## config.mk

```make
export PLATFORM = sky130hd
export DESIGN_NAME = pwrctl_regs
export DESIGN_NICKNAME = d
export VERILOG_FILES = /design/src/rtl/pwrctl_pkg.sv /design/src/rtl/pwrctl_regdec.sv /design/src/rtl/pwrctl_cfgstub.sv /design/src/rtl/pwrctl_opengine.sv /design/src/rtl/pwrctl_regs.sv
export SDC_FILE = /design/constraint.sdc
export NUM_CORES = 1
export LEC_CHECK = 0
export ABC_CLOCK_PERIOD_IN_PS = 4300
export BUFFER_PORTS_ARGS = -buffer_cell sky130_fd_sc_hd__buf_2
export CAP_MARGIN = 40
export CORE_UTILIZATION = 35
export CTS_CLUSTER_SIZE = 40
export DETAILED_ROUTE_END_ITERATION = 7
export GPL_ROUTABILITY_DRIVEN = 0
export PLACE_DENSITY = 0.59
export SLEW_MARGIN = 10
export SYNTH_ARGS = -nofsm -noshare
export SYNTH_HDL_FRONTEND = slang
export SYNTH_SLANG_ARGS = --single-unit
```

## constraint.sdc

```tcl
create_clock -name clk_i -period 4.3 [get_ports clk_i]
set_input_delay 1.075 -clock clk_i [delete_from_list [all_inputs] [get_ports clk_i]]
set_output_delay 1.075 -clock clk_i [all_outputs]
set_load 0.05 [all_outputs]
```

## src/rtl/pwrctl_pkg.sv

```systemverilog
package pwrctl_pkg;

    typedef enum logic [1:0] {
        REQ_BIG = 2'd0,
        REQ_LIT = 2'd1,
        REQ_CFG = 2'd2
    } req_type_e;

    typedef enum logic [3:0] {
        SEL_NONE,
        SEL_PERF_BIG,
        SEL_PERF_LIT,
        SEL_CMD,
        SEL_STATUS,
        SEL_WAKE,
        SEL_PD_BIG,
        SEL_PD_LIT,
        SEL_WFI,
        SEL_CFGDATA,
        SEL_RES_BIG,
        SEL_RES_LIT
    } reg_sel_e;

    localparam int unsigned OFF_PERF_BIG = 32'h00;
    localparam int unsigned OFF_PERF_LIT = 32'h08;
    localparam int unsigned OFF_CMD      = 32'h10;
    localparam int unsigned OFF_STATUS   = 32'h18;
    localparam int unsigned OFF_WAKE     = 32'h24;
    localparam int unsigned OFF_PD_BIG   = 32'h30;
    localparam int unsigned OFF_PD_LIT   = 32'h34;
    localparam int unsigned OFF_WFI      = 32'h3C;
    localparam int unsigned OFF_RES_BIG  = 32'h68;
    localparam int unsigned OFF_CFGDATA  = 32'h74;
    localparam int unsigned OFF_RES_LIT  = 32'h78;

    localparam int unsigned CMD_GO_BIT = 31;
    localparam int unsigned FUNC_LSB   = 20;
    localparam int unsigned FUNC_W     = 4;
    localparam int unsigned WOFF_W     = 20;
    localparam int unsigned STATUS_W   = 12;
    localparam int unsigned WAKE_W     = 12;
    localparam int unsigned IDX_W      = 2;

endpackage

```

## src/rtl/pwrctl_regdec.sv

```systemverilog
module pwrctl_regdec
    import pwrctl_pkg::*;
#(
    parameter int unsigned ADDR_W  = 8,
    parameter int unsigned NUM_BIG = 2,
    parameter int unsigned NUM_LIT = 3
) (
    input  logic [ADDR_W-1:0] addr_i,
    output reg_sel_e          sel_o,
    output logic [IDX_W-1:0]  idx_o
);

    logic [ADDR_W-1:0] rel_big;
    logic [ADDR_W-1:0] rel_lit;

    always_comb begin
        sel_o   = SEL_NONE;
        idx_o   = '0;
        rel_big = addr_i - ADDR_W'(OFF_RES_BIG);
        rel_lit = addr_i - ADDR_W'(OFF_RES_LIT);
        if (addr_i == ADDR_W'(OFF_PERF_BIG))      sel_o = SEL_PERF_BIG;
        else if (addr_i == ADDR_W'(OFF_PERF_LIT)) sel_o = SEL_PERF_LIT;
        else if (addr_i == ADDR_W'(OFF_CMD))      sel_o = SEL_CMD;
        else if (addr_i == ADDR_W'(OFF_STATUS))   sel_o = SEL_STATUS;
        else if (addr_i == ADDR_W'(OFF_WAKE))     sel_o = SEL_WAKE;
        else if (addr_i == ADDR_W'(OFF_PD_BIG))   sel_o = SEL_PD_BIG;
        else if (addr_i == ADDR_W'(OFF_PD_LIT))   sel_o = SEL_PD_LIT;
        else if (addr_i == ADDR_W'(OFF_WFI))      sel_o = SEL_WFI;
        else if (addr_i == ADDR_W'(OFF_CFGDATA))  sel_o = SEL_CFGDATA;
        else if (addr_i >= ADDR_W'(OFF_RES_BIG) && rel_big[1:0] == 2'b00 &&
                 rel_big[ADDR_W-1:2] < (ADDR_W-2)'(NUM_BIG)) begin
            sel_o = SEL_RES_BIG;
            idx_o = rel_big[IDX_W+1:2];
        end
        else if (addr_i >= ADDR_W'(OFF_RES_LIT) && rel_lit[1:0] == 2'b00 &&
                 rel_lit[ADDR_W-1:2] < (ADDR_W-2)'(NUM_LIT)) begin
            sel_o = SEL_RES_LIT;
            idx_o = rel_lit[IDX_W+1:2];
        end
    end

endmodule

```

## src/rtl/pwrctl_cfgstub.sv

```systemverilog
module pwrctl_cfgstub
    import pwrctl_pkg::*;
#(
    parameter int unsigned CFG_FUNC = 6
) (
    input  logic [FUNC_W-1:0] func_i,
    input  logic [15:0]       woff_i,
    output logic              known_o,
    output logic [31:0]       data_o
);

    // Stand-in for the remote configuration space: data derived from offset.
    always_comb begin
        known_o = (func_i == FUNC_W'(CFG_FUNC));
        data_o  = {woff_i, ~woff_i};
    end

endmodule

```

## src/rtl/pwrctl_opengine.sv

```systemverilog
module pwrctl_opengine
    import pwrctl_pkg::*;
#(
    parameter int unsigned LATENCY = 4000
) (
    input  logic        clk_i,
    input  logic        rst_ni,
    input  logic        start_i,
    input  req_type_e   type_i,
    input  logic        err_i,
    input  logic [31:0] data_i,
    output logic        busy_o,
    output logic        done_o,
    output req_type_e   done_type_o,
    output logic        done_err_o,
    output logic [31:0] done_data_o
);

    localparam int unsigned LAT_W = $clog2(LATENCY + 1);

    typedef struct packed {
        logic             busy;
        logic [LAT_W-1:0] cnt;
        req_type_e        rtype;
        logic             err;
        logic [31:0]      data;
    } eng_s;

    eng_s e_d, e_q;

    always_comb begin
        e_d    = e_q;
        done_o = e_q.busy && (e_q.cnt == LAT_W'(1));
        if (e_q.busy) begin
            e_d.cnt = e_q.cnt - LAT_W'(1);
            if (done_o) e_d.busy = 1'b0;
        end else if (start_i) begin
            e_d.busy  = 1'b1;
            e_d.cnt   = LAT_W'(LATENCY);
            e_d.rtype = type_i;
            e_d.err   = err_i;
            e_d.data  = data_i;
        end
        busy_o      = e_q.busy;
        done_type_o = e_q.rtype;
        done_err_o  = e_q.err;
        done_data_o = e_q.data;
    end

    always_ff @(posedge clk_i or negedge rst_ni) begin
        if (!rst_ni) e_q <= '{busy: 1'b0, cnt: '0, rtype: REQ_BIG, err: 1'b0, data: '0};
        else         e_q <= e_d;
    end

endmodule

```

## src/rtl/pwrctl_regs.sv

```systemverilog
module pwrctl_regs
    import pwrctl_pkg::*;
#(
    parameter int unsigned ADDR_W     = 8,
    parameter int unsigned NUM_BIG    = 2,
    parameter int unsigned NUM_LIT    = 3,
    parameter int unsigned LVL_W      = 4,
    parameter int unsigned NUM_LEVELS = 8,
    parameter int unsigned LATENCY    = 4000,
    parameter int unsigned CFG_FUNC   = 6
) (
    input  logic                 clk_i,
    input  logic                 rst_ni,
    input  logic                 bus_sel_i,
    input  logic                 bus_we_i,
    input  logic [ADDR_W-1:0]    bus_addr_i,
    input  logic [31:0]          bus_wdata_i,
    output logic [31:0]          bus_rdata_o,
    output logic                 bus_rvalid_o,
    input  logic [3+NUM_LIT-1:0] wfi_i,
    output logic                 irq_o,
    output logic [WAKE_W-1:0]    wake_mask_o,
    output logic                 pd_big_o,
    output logic                 pd_little_o
);

    localparam int unsigned WFI_W = 3 + NUM_LIT;

    typedef struct packed {
        logic [LVL_W-1:0]          perf_big;
        logic [LVL_W-1:0]          perf_lit;
        logic [31:0]               cmd;
        logic [STATUS_W-1:0]       status;
        logic [WAKE_W-1:0]         wake;
        logic                      pd_big;
        logic                      pd_lit;
        logic [31:0]               cfgdata;
        logic [NUM_BIG-1:0][31:0]  res_big;
        logic [NUM_LIT-1:0][31:0]  res_lit;
        logic [31:0]               rdata;
        logic                      rvalid;
    } regs_s;

    regs_s r_d, r_q;

    reg_sel_e         dec_sel;
    logic [IDX_W-1:0] dec_idx;

    logic        stub_known;
    logic [31:0] stub_data;

    logic        eng_start;
    req_type_e   eng_type;
    logic        eng_err;
    logic [31:0] eng_data;
    logic        eng_busy;
    logic        eng_done;
    req_type_e   eng_done_type;
    logic        eng_done_err;
    logic [31:0] eng_done_data;

    logic [3:0]  post_pos;
    logic        wr_en;
    logic        rd_en;

    pwrctl_regdec #(
        .ADDR_W (ADDR_W),
        .NUM_BIG(NUM_BIG),
        .NUM_LIT(NUM_LIT)
    ) u_dec (
        .addr_i(bus_addr_i),
        .sel_o (dec_sel),
        .idx_o (dec_idx)
    );

    pwrctl_cfgstub #(
        .CFG_FUNC(CFG_FUNC)
    ) u_stub (
        .func_i (bus_wdata_i[FUNC_LSB +: FUNC_W]),
        .woff_i (bus_wdata_i[15:0]),
        .known_o(stub_known),
        .data_o (stub_data)
    );

    pwrctl_opengine #(
        .LATENCY(LATENCY)
    ) u_eng (
        .clk_i      (clk_i),
        .rst_ni     (rst_ni),
        .start_i    (eng_start),
        .type_i     (eng_type),
        .err_i      (eng_err),
        .data_i     (eng_data),
        .busy_o     (eng_busy),
        .done_o     (eng_done),
        .done_type_o(eng_done_type),
        .done_err_o (eng_done_err),
        .done_data_o(eng_done_data)
    );

    always_comb begin
        r_d       = r_q;
        r_d.rvalid = 1'b0;
        wr_en     = bus_sel_i && bus_we_i;
        rd_en     = bus_sel_i && !bus_we_i;
        eng_start = 1'b0;
        eng_type  = REQ_BIG;
        eng_err   = 1'b0;
        eng_data  = '0;
        post_pos  = {eng_done_type, 2'b00} + {3'b000, eng_done_err};

        if (wr_en) begin
            case (dec_sel)
                SEL_PERF_BIG: if (!eng_busy) begin
                    r_d.perf_big = bus_wdata_i[LVL_W-1:0];
                    eng_start    = 1'b1;
                    eng_type     = REQ_BIG;
                    eng_err      = 32'(bus_wdata_i[LVL_W-1:0]) >= 32'(NUM_LEVELS);
                end
                SEL_PERF_LIT: if (!eng_busy) begin
                    r_d.perf_lit = bus_wdata_i[LVL_W-1:0];
                    eng_start    = 1'b1;
                    eng_type     = REQ_LIT;
                    eng_err      = 32'(bus_wdata_i[LVL_W-1:0]) >= 32'(NUM_LEVELS);
                end
                SEL_CMD: if (!eng_busy) begin
                    r_d.cmd   = bus_wdata_i;
                    eng_start = bus_wdata_i[CMD_GO_BIT];
                    eng_type  = REQ_CFG;
                    eng_err   = !stub_known;
                    eng_data  = stub_data;
                end
                SEL_WAKE:   r_d.wake   = bus_wdata_i[WAKE_W-1:0];
                SEL_PD_BIG: r_d.pd_big = bus_wdata_i[0];
                SEL_PD_LIT: r_d.pd_lit = bus_wdata_i[0];
                SEL_RES_BIG: begin
                    for (int i = 0; i < NUM_BIG; i++)
                        if (dec_idx == IDX_W'(i)) r_d.res_big[i] = bus_wdata_i;
                end
                SEL_RES_LIT: begin
                    for (int i = 0; i < NUM_LIT; i++)
                        if (dec_idx == IDX_W'(i)) r_d.res_lit[i] = bus_wdata_i;
                end
                default: ;
            endcase
        end

        if (rd_en) begin
            r_d.rvalid = 1'b1;
            r_d.rdata  = '0;
            case (dec_sel)
                SEL_PERF_BIG: r_d.rdata = 32'(r_q.perf_big);
                SEL_PERF_LIT: r_d.rdata = 32'(r_q.perf_lit);
                SEL_CMD:      r_d.rdata = r_q.cmd;
                SEL_STATUS: begin
                    r_d.rdata  = 32'(r_q.status);
                    r_d.status = '0;
                end
                SEL_WAKE:     r_d.rdata = 32'(r_q.wake);
                SEL_PD_BIG:   r_d.rdata = 32'(r_q.pd_big);
                SEL_PD_LIT:   r_d.rdata = 32'(r_q.pd_lit);
                SEL_WFI:      r_d.rdata = 32'(wfi_i);
                SEL_CFGDATA:  r_d.rdata = r_q.cfgdata;
                SEL_RES_BIG: begin
                    for (int i = 0; i < NUM_BIG; i++)
                        if (dec_idx == IDX_W'(i)) r_d.rdata = r_q.res_big[i];
                end
                SEL_RES_LIT: begin
                    for (int i = 0; i < NUM_LIT; i++)
                        if (dec_idx == IDX_W'(i)) r_d.rdata = r_q.res_lit[i];
                end
                default: ;
            endcase
        end

        // A result posted in the same cycle as a status read survives the clear.
        if (eng_done) begin
            for (int i = 0; i < STATUS_W; i++)
                if (post_pos == 4'(i)) r_d.status[i] = 1'b1;
            if (eng_done_type == REQ_CFG && !eng_done_err)
                r_d.cfgdata = eng_done_data;
        end
    end

    always_ff @(posedge clk_i or negedge rst_ni) begin
        if (!rst_ni) r_q <= '0;
        else         r_q <= r_d;
    end

    assign bus_rdata_o  = r_q.rdata;
    assign bus_rvalid_o = r_q.rvalid;
    assign irq_o        = |r_q.status;
    assign wake_mask_o  = r_q.wake;
    assign pd_big_o     = r_q.pd_big;
    assign pd_little_o  = r_q.pd_lit;

    logic unused_wfi_w;
    assign unused_wfi_w = (WFI_W == 0);

endmodule

```

== After elaboration in Yosys (flattened, before gate mapping) ==
Index checks and enable logic that the tools add are counted.
Word-level totals
  flip-flop bits (word level): 339
  input bits: 50
  output and inout bits: 48
  logic and storage cells: 155
Operators by class
  $add $sub $neg: 4
  order comparisons: 5
  eq/ne operators: 35
  multiplexer cells: 57
  bitwise gates (word level): 2
  reductions and logical operators: 32
Operator list (count)
  $pmux W32 S11: 1
  $mux W32: 7
  $mux W48: 1
  $mux W4: 11
  $eq A4 B3 Y1 const B: 9
  $mux W12: 3
  $eq A4 B4 Y1 const B: 8
  $eq A8 B6 Y1 const B: 4
  $mux W2: 12
  $reduce_and A3 Y1: 8
  $mux W1: 18
  $eq A4 B2 Y1 const B: 4
  $eq A8 B5 Y1 const B: 2
  $ge A8 B7 Y1 const B: 2
  $not A16 Y16: 1
  $sub A8 B7 Y8 const B: 2
  $mux W13: 1
  $eq A12 B1 Y1 const B: 1
  $lt A6 B2 Y1 const B: 2
  $reduce_or A12 Y1: 1
  $sub A12 B1 Y12 const B: 1
  $reduce_and A2 Y1: 5
  $eq A4 B1 Y1 const B: 2
  $eq A8 B4 Y1 const B: 1
  other kinds (15): 28

== Longest topological paths before layout ==
  word-level depth: 21
  mapped depth: 13
  gate-level depth less buffers: 9

== Modules after synthesis ==
From an unflattened synthesis, not the netlist that was laid out.
Second synthesis, totals
  cell total of the unflattened synthesis: 1331
  area total of the unflattened synthesis: 16372.0 um^2
By module, submodules not included
  pwrctl_regs: times used 1, cells each 1002, area an instance 13581.8 um^2, sequential area each 7131.8 um^2
  pwrctl_opengine: times used 1, cells each 248, area an instance 2278.4 um^2, sequential area each 1201.2 um^2
  pwrctl_regdec: times used 1, cells each 48, area an instance 319.1 um^2, sequential area each 0.0 um^2
  pwrctl_cfgstub: times used 1, cells each 33, area an instance 192.7 um^2, sequential area each 0.0 um^2

== Worst setup path before layout ==
OpenSTA, ideal clock, no wires.
  kind: input -> register
  start point: input bus_addr_i[4]
  end point: register r_q, in the netlist bus_rdata_o[22]
  library setup time: 0.090 ns
  arrival time: 3.575 ns
  required time: 4.210 ns
  path slack: 0.635 ns
  cell stages on the path: 12
  buffers on the path: 4
  cells stage by stage: clkbuf_1 -> buf_1 -> inv_1 -> ha_1 -> or3_1 -> a221o_1 -> a21oi_2 -> buf_2 -> buf_4 -> a22o_1 -> a21oi_1 -> o221ai_1
On the way
  cells in the longest elaborated chain, start to end: 19
  elaborated cells on any way between the ends: 61
  classes of those cells: 2 x add/sub; 4 x order compare; 21 x eq/ne; 28 x mux; 6 x reduce/logical
RTL lines
  from (decl): line pwrctl_regs.sv:16  | input logic [ADDR_W-1:0] bus_addr_i,
  $sub A8 B7 Y8 / $ge A8 B7 Y1 (equally long branches): line pwrctl_regdec.sv:20, pwrctl_regdec.sv:35
  $lt A6 B2 Y1 / $logic_and A1 B1 Y1 (equally long branches): line pwrctl_regdec.sv:36, pwrctl_regdec.sv:35
  $logic_and A1 B1 Y1: line pwrctl_regdec.sv:35  | else if (addr_i >= ADDR_W'(OFF_RES_LIT) && rel_lit[1:0] == 2'b00 &&
  $mux W2: line pwrctl_regdec.sv:35
  $mux W2: line pwrctl_regdec.sv:30  | else if (addr_i >= ADDR_W'(OFF_RES_BIG) && rel_big[1:0] == 2'b00 &&
  $mux W2: line pwrctl_regdec.sv:29  | else if (addr_i == ADDR_W'(OFF_CFGDATA)) sel_o = SEL_CFGDATA;
  $mux W2: line pwrctl_regdec.sv:28  | else if (addr_i == ADDR_W'(OFF_WFI)) sel_o = SEL_WFI;
  $mux W2: line pwrctl_regdec.sv:27  | else if (addr_i == ADDR_W'(OFF_PD_LIT)) sel_o = SEL_PD_LIT;
  $mux W2: line pwrctl_regdec.sv:26  | else if (addr_i == ADDR_W'(OFF_PD_BIG)) sel_o = SEL_PD_BIG;
  $mux W2: line pwrctl_regdec.sv:25  | else if (addr_i == ADDR_W'(OFF_WAKE)) sel_o = SEL_WAKE;
  $mux W2: line pwrctl_regdec.sv:24  | else if (addr_i == ADDR_W'(OFF_STATUS)) sel_o = SEL_STATUS;
  $mux W2: line pwrctl_regdec.sv:23  | else if (addr_i == ADDR_W'(OFF_CMD)) sel_o = SEL_CMD;
  $mux W2: line pwrctl_regdec.sv:22  | else if (addr_i == ADDR_W'(OFF_PERF_LIT)) sel_o = SEL_PERF_LIT;
  $mux W2: line pwrctl_regdec.sv:21  | if (addr_i == ADDR_W'(OFF_PERF_BIG)) sel_o = SEL_PERF_BIG;
  $logic_not A2 Y1: line pwrctl_regs.sv:166, pwrctl_regs.sv:170
  $mux W32 (3 in a row): line pwrctl_regs.sv:170  | if (dec_idx == IDX_W'(i)) r_d.rdata = r_q.res_lit[i];
  $pmux W32 S11 *: line pwrctl_regs.sv:151  | case (dec_sel)
  to (signal assigned): line pwrctl_regs.sv:187  | else r_q <= r_d;
  to (decl): line pwrctl_regs.sv:44  | regs_s r_d, r_q;
Mark *: on every way between the ends. The rest lies on a longest branch, timed or not.
A chain may end at the register's enable or synchronous reset.

== Worst setup path after layout ==
  start point: input bus_addr_i[3]
  end point: register r_q, in the netlist bus_rdata_o[0]
The elaborated chain is that of the path after synthesis.

==> key figures <==
Route
  – Starting DRT DRC Count: about 700
  – Post-route ant nets: 0
  – DR pass1 iterations: 7
  – DRC errors left: 5
  – Total wire length: around 39000 um
  – WL/cell: approximately 22 um
  – Routed vias: 9753
  – DR vias/cell: 5.49

Timing
  – Setup violators final: 0
  – Slew @ Worst Pin: between 0.8 and 0.9 ns
  – Slew margin rel.: 0.448
  – Final hold viol count: 0
  – Max Fclk: approximately 300 MHz
  – Final Skew: a little under 0.009 ns
  – Slew Limit Fails: 0
  – Final Critical Period: approximately 3.3 ns
  – RSZ-0062 raised after global routing: false
  – Final period util: 0.777
  – Final TNS setup: 0 ns

Floorplan
  – Core area: between 40000 and 50000 um^2
  – Die area: between 40000 and 50000 um^2
  – Starting Density: 0.357
  – Die H: a little over 200 um
  – Row Count: 74
  – Die X: a little over 200 um
  – I/O Pins: 98

Critical path
  – R2r startpoint: u_eng.busy_o
  – R2R depth: 8
  – Worst setup startpoint: bus_addr_i[3]
  – Critical path data required time: 4.70 ns
  – R2R Setup Slk: ~1.4 ns
  – Critical path startpoint category: input pin
  – Arrival @ worst endpoint: 3.74 ns
  – CP max FO: 30
  – WS Path Type: in2reg
  – Critical R2R Capture: r_q[224]
  – Setup crit end: bus_rdata_o[0]
  – CP Capture Type: register

Power
  – Pwr dens: 392 nW/um^2
  – Switch share: 0.222
  – Clock Power Share: 0.465
  – Int Pwr: a little over 0.005 W
  – Maximum vdd drop: 0.309 mV
  – Leak: 8.09 nW
  – Sequential Power Share: 0.490
  – Comb pwr share: 0.045
  – Psw: roughly 0.0015 W

Finish
  – ANT cells: 0
  – Filler instances: just under 4000
  – Multi-input gate area: roughly 5700 um^2
  – Utilization after layout: 0.408
  – Area Growth Syn to Fin: 14.1%
  – Layout cells sized above 1: 0.364
  – Final #Nets: roughly 1300
  – Register area: between 8000 and 9000 um^2

Synth
  – Post-Synthesis Cell Area: between 10000 and 15000 um^2
  – Post-Syn Nets: around 1200
  – Synthesized area per cell: 12.7 um^2
  – Synth warn: 0
  – Post-synth ARST share: 1.00
  – Count of state elements after synthesis: roughly 330
  – Synth cell types: just over 60
  – Ys flop type: dfrtp_1
  – Post-synth EDFFs: 0
  – Synth Instances: about 1200
  – Post-synthesis sequential area ratio: 0.566

Flow run
  – Number of max-cap violations: 0

CTS
  – Setup Buffers After CTS: 0
  – Post_cts resized: 0
  – CTS max path bufs: 3
  – Cts hold-fix bufs: 0
  – Root Buffer: clkbuf_16
  – Clock latency on the worst-skew pair: 0.52 ns
  – Total CTS buffers: 35
  – H-tree Lvls: 2
  – Clock slew at reported path FFs: roughly 0.06 ns
  – Clock sink count: between 300 and 400
  – CTS tree: yes

Placed design
  – PortBufs: 97
  – DP HPWL: approximately 26000 um

Global routing
  – Vias in the first global route: roughly 9900
  – Initial antenna violation count: 0
  – First-pass GRT wire length: about 61000 um
  – Pin count of the biggest net entering global routing: 80
  – Global route total overflow: 0
  – Overall Global Routing Usage: 0.186

Worst hold path
  – Worst hold-check path type: reg2reg

Status
  – Status: finished with violations
  – Violated checks: design-rule violations
worst min path at each step:
| stage | endpoint | startpoint | cells after the start |
|---|---|---|---|
| after global routing | bus_rdata_o[26] | bus_rdata_o[26] | 2 |
| final | u_eng.done_data_o[11] | u_eng.done_data_o[11] | 2 |
| after detailed placement | u_eng.done_data_o[11] | u_eng.done_data_o[11] | 2 |
| after global placement | u_eng.done_data_o[8] | u_eng.done_data_o[8] | 2 |
| after CTS | u_eng.done_data_o[11] | u_eng.done_data_o[11] | 2 |
| after floorplan | u_eng.done_data_o[0] | u_eng.done_data_o[0] | 2 |
cell usage after synthesis, drive strengths merged (4+ instances only):
cell / count / share of area
nor2: 24 / 0.0065
a211oi: 6 / 0.0031
inv: 11 / 0.0028
nand3: 20 / 0.0071
clkbuf: 35 / 0.0089
nor3: 12 / 0.0063
o22ai: 5 / 0.0021
nand2: 92 / 0.023
a22oi: 19 / 0.0097
or3: 6 / 0.0029
buf: 86 / 0.038
a22o: 69 / 0.041
nor2b: 6 / 0.0025
o21ai: 38 / 0.013
ha: 4 / 0.0034
mux2i: 10 / 0.0068
a221oi: 24 / 0.015
dfrtp: 333 / 0.57
and3: 5 / 0.0021
nor4: 4 / 0.0021
a21oi: 39 / 0.014
mux2: 245 / 0.19
o221ai: 29 / 0.017
through the flow:
step | std cells | total power, W | hold slack (ns) | setup slack, ns | area (um^2)
after CTS | 1775 | 0.00667 | 0.479 | 1.02 | 16800
after global routing | 1775 | 0.00682 | 0.498 | 0.859 | 16800
after floorplan | 1156 | 0.00340 | 0.444 | 0.635 | 14700
final | 1775 | 0.00658 | 0.474 | 0.957 | 16800
after global placement | 1713 | 0.00357 | 0.456 | 0.532 | 15600
after detailed placement | 1715 | 0.00358 | 0.465 | 0.465 | 15600
critical path, cell delays in order:
cell	delay (ns)
buf_2	0.23
inv_1	0.14
ha_1	0.34
or3_1	0.41
a221oi_2	0.26
and2_1	0.21
buf_4	0.40
or3b_2	0.20
a21oi_1	0.06
a2111o_1	0.39
power by group through the flow:
stage / clock, W / combinational (W) / sequential [W]
6_report: 0.00306 / 0.000293 / 0.00323
5_1_grt: 0.00327 / 0.000323 / 0.00323
4_1_cts: 0.00314 / 0.000298 / 0.00322
3_5_place_dp: 0 / 0.000297 / 0.00328
3_3_place_gp: 0 / 0.000291 / 0.00328
2_1_floorplan: 0 / 0.000126 / 0.00328
metal layers:
layer | up-vias | track usage | share of wire
li1 | 4348 | - | -
met1 | 5083 | 0.269 | 0.47
met2 | 274 | 0.284 | 0.45
met3 | 48 | 0.0358 | 0.055
met4 | 0 | 0.0502 | 0.020
met5 | - | 0 | 0
cell families (layout without fill, tap and decap cells):
kind of cell,count (synthesis),after routing,synth area share
flip-flops,333,333,0.566
multiplexers,255,255,0.194
AO/OA/AOI/OAI,246,246,0.124
AND/OR/NAND/NOR,182,182,0.0596
buffers and inverters,132,219,0.0501
adder cells (fa/ha/maj),4,4,0.00340
XOR/XNOR,4,4,0.00238
placed cells by master, fill, tap and decap left out, drive strengths merged, types with 10 or more instances in the layout:
master  instances
clkbuf         52
nand3          20
a22o           69
a22oi          19
buf           147
inv            11
nor2           24
nor3           12
mux2          245
a21oi          39
o221ai         29
nand2          92
mux2i          10
o21ai          38
dfrtp         333
a221oi         24
state kept, by name (all words and copies together) (netlist names):
register / flops
pd_big_o: 1
bus_rdata_o: 32
u_eng.done_type_o: 2
u_eng.done_err_o: 1
bus_rvalid_o: 1
r_q: 238
pd_little_o: 1
wake_mask_o: 12
u_eng.done_data_o: 32
u_eng.e_q: 12
u_eng.busy_o: 1
area by class of cell:
class | instances | share of cell area
repair buffers | 148 | 0.0553
inverters | 11 | 0.00246
flip-flops and latches | 333 | 0.496
well taps | 532 | 0.0396
multi-input cells | 691 | 0.338
clock inverters | 8 | 0.00708
clock buffers | 52 | 0.0614
No activity file was read; power rests on OpenSTA's default activity.
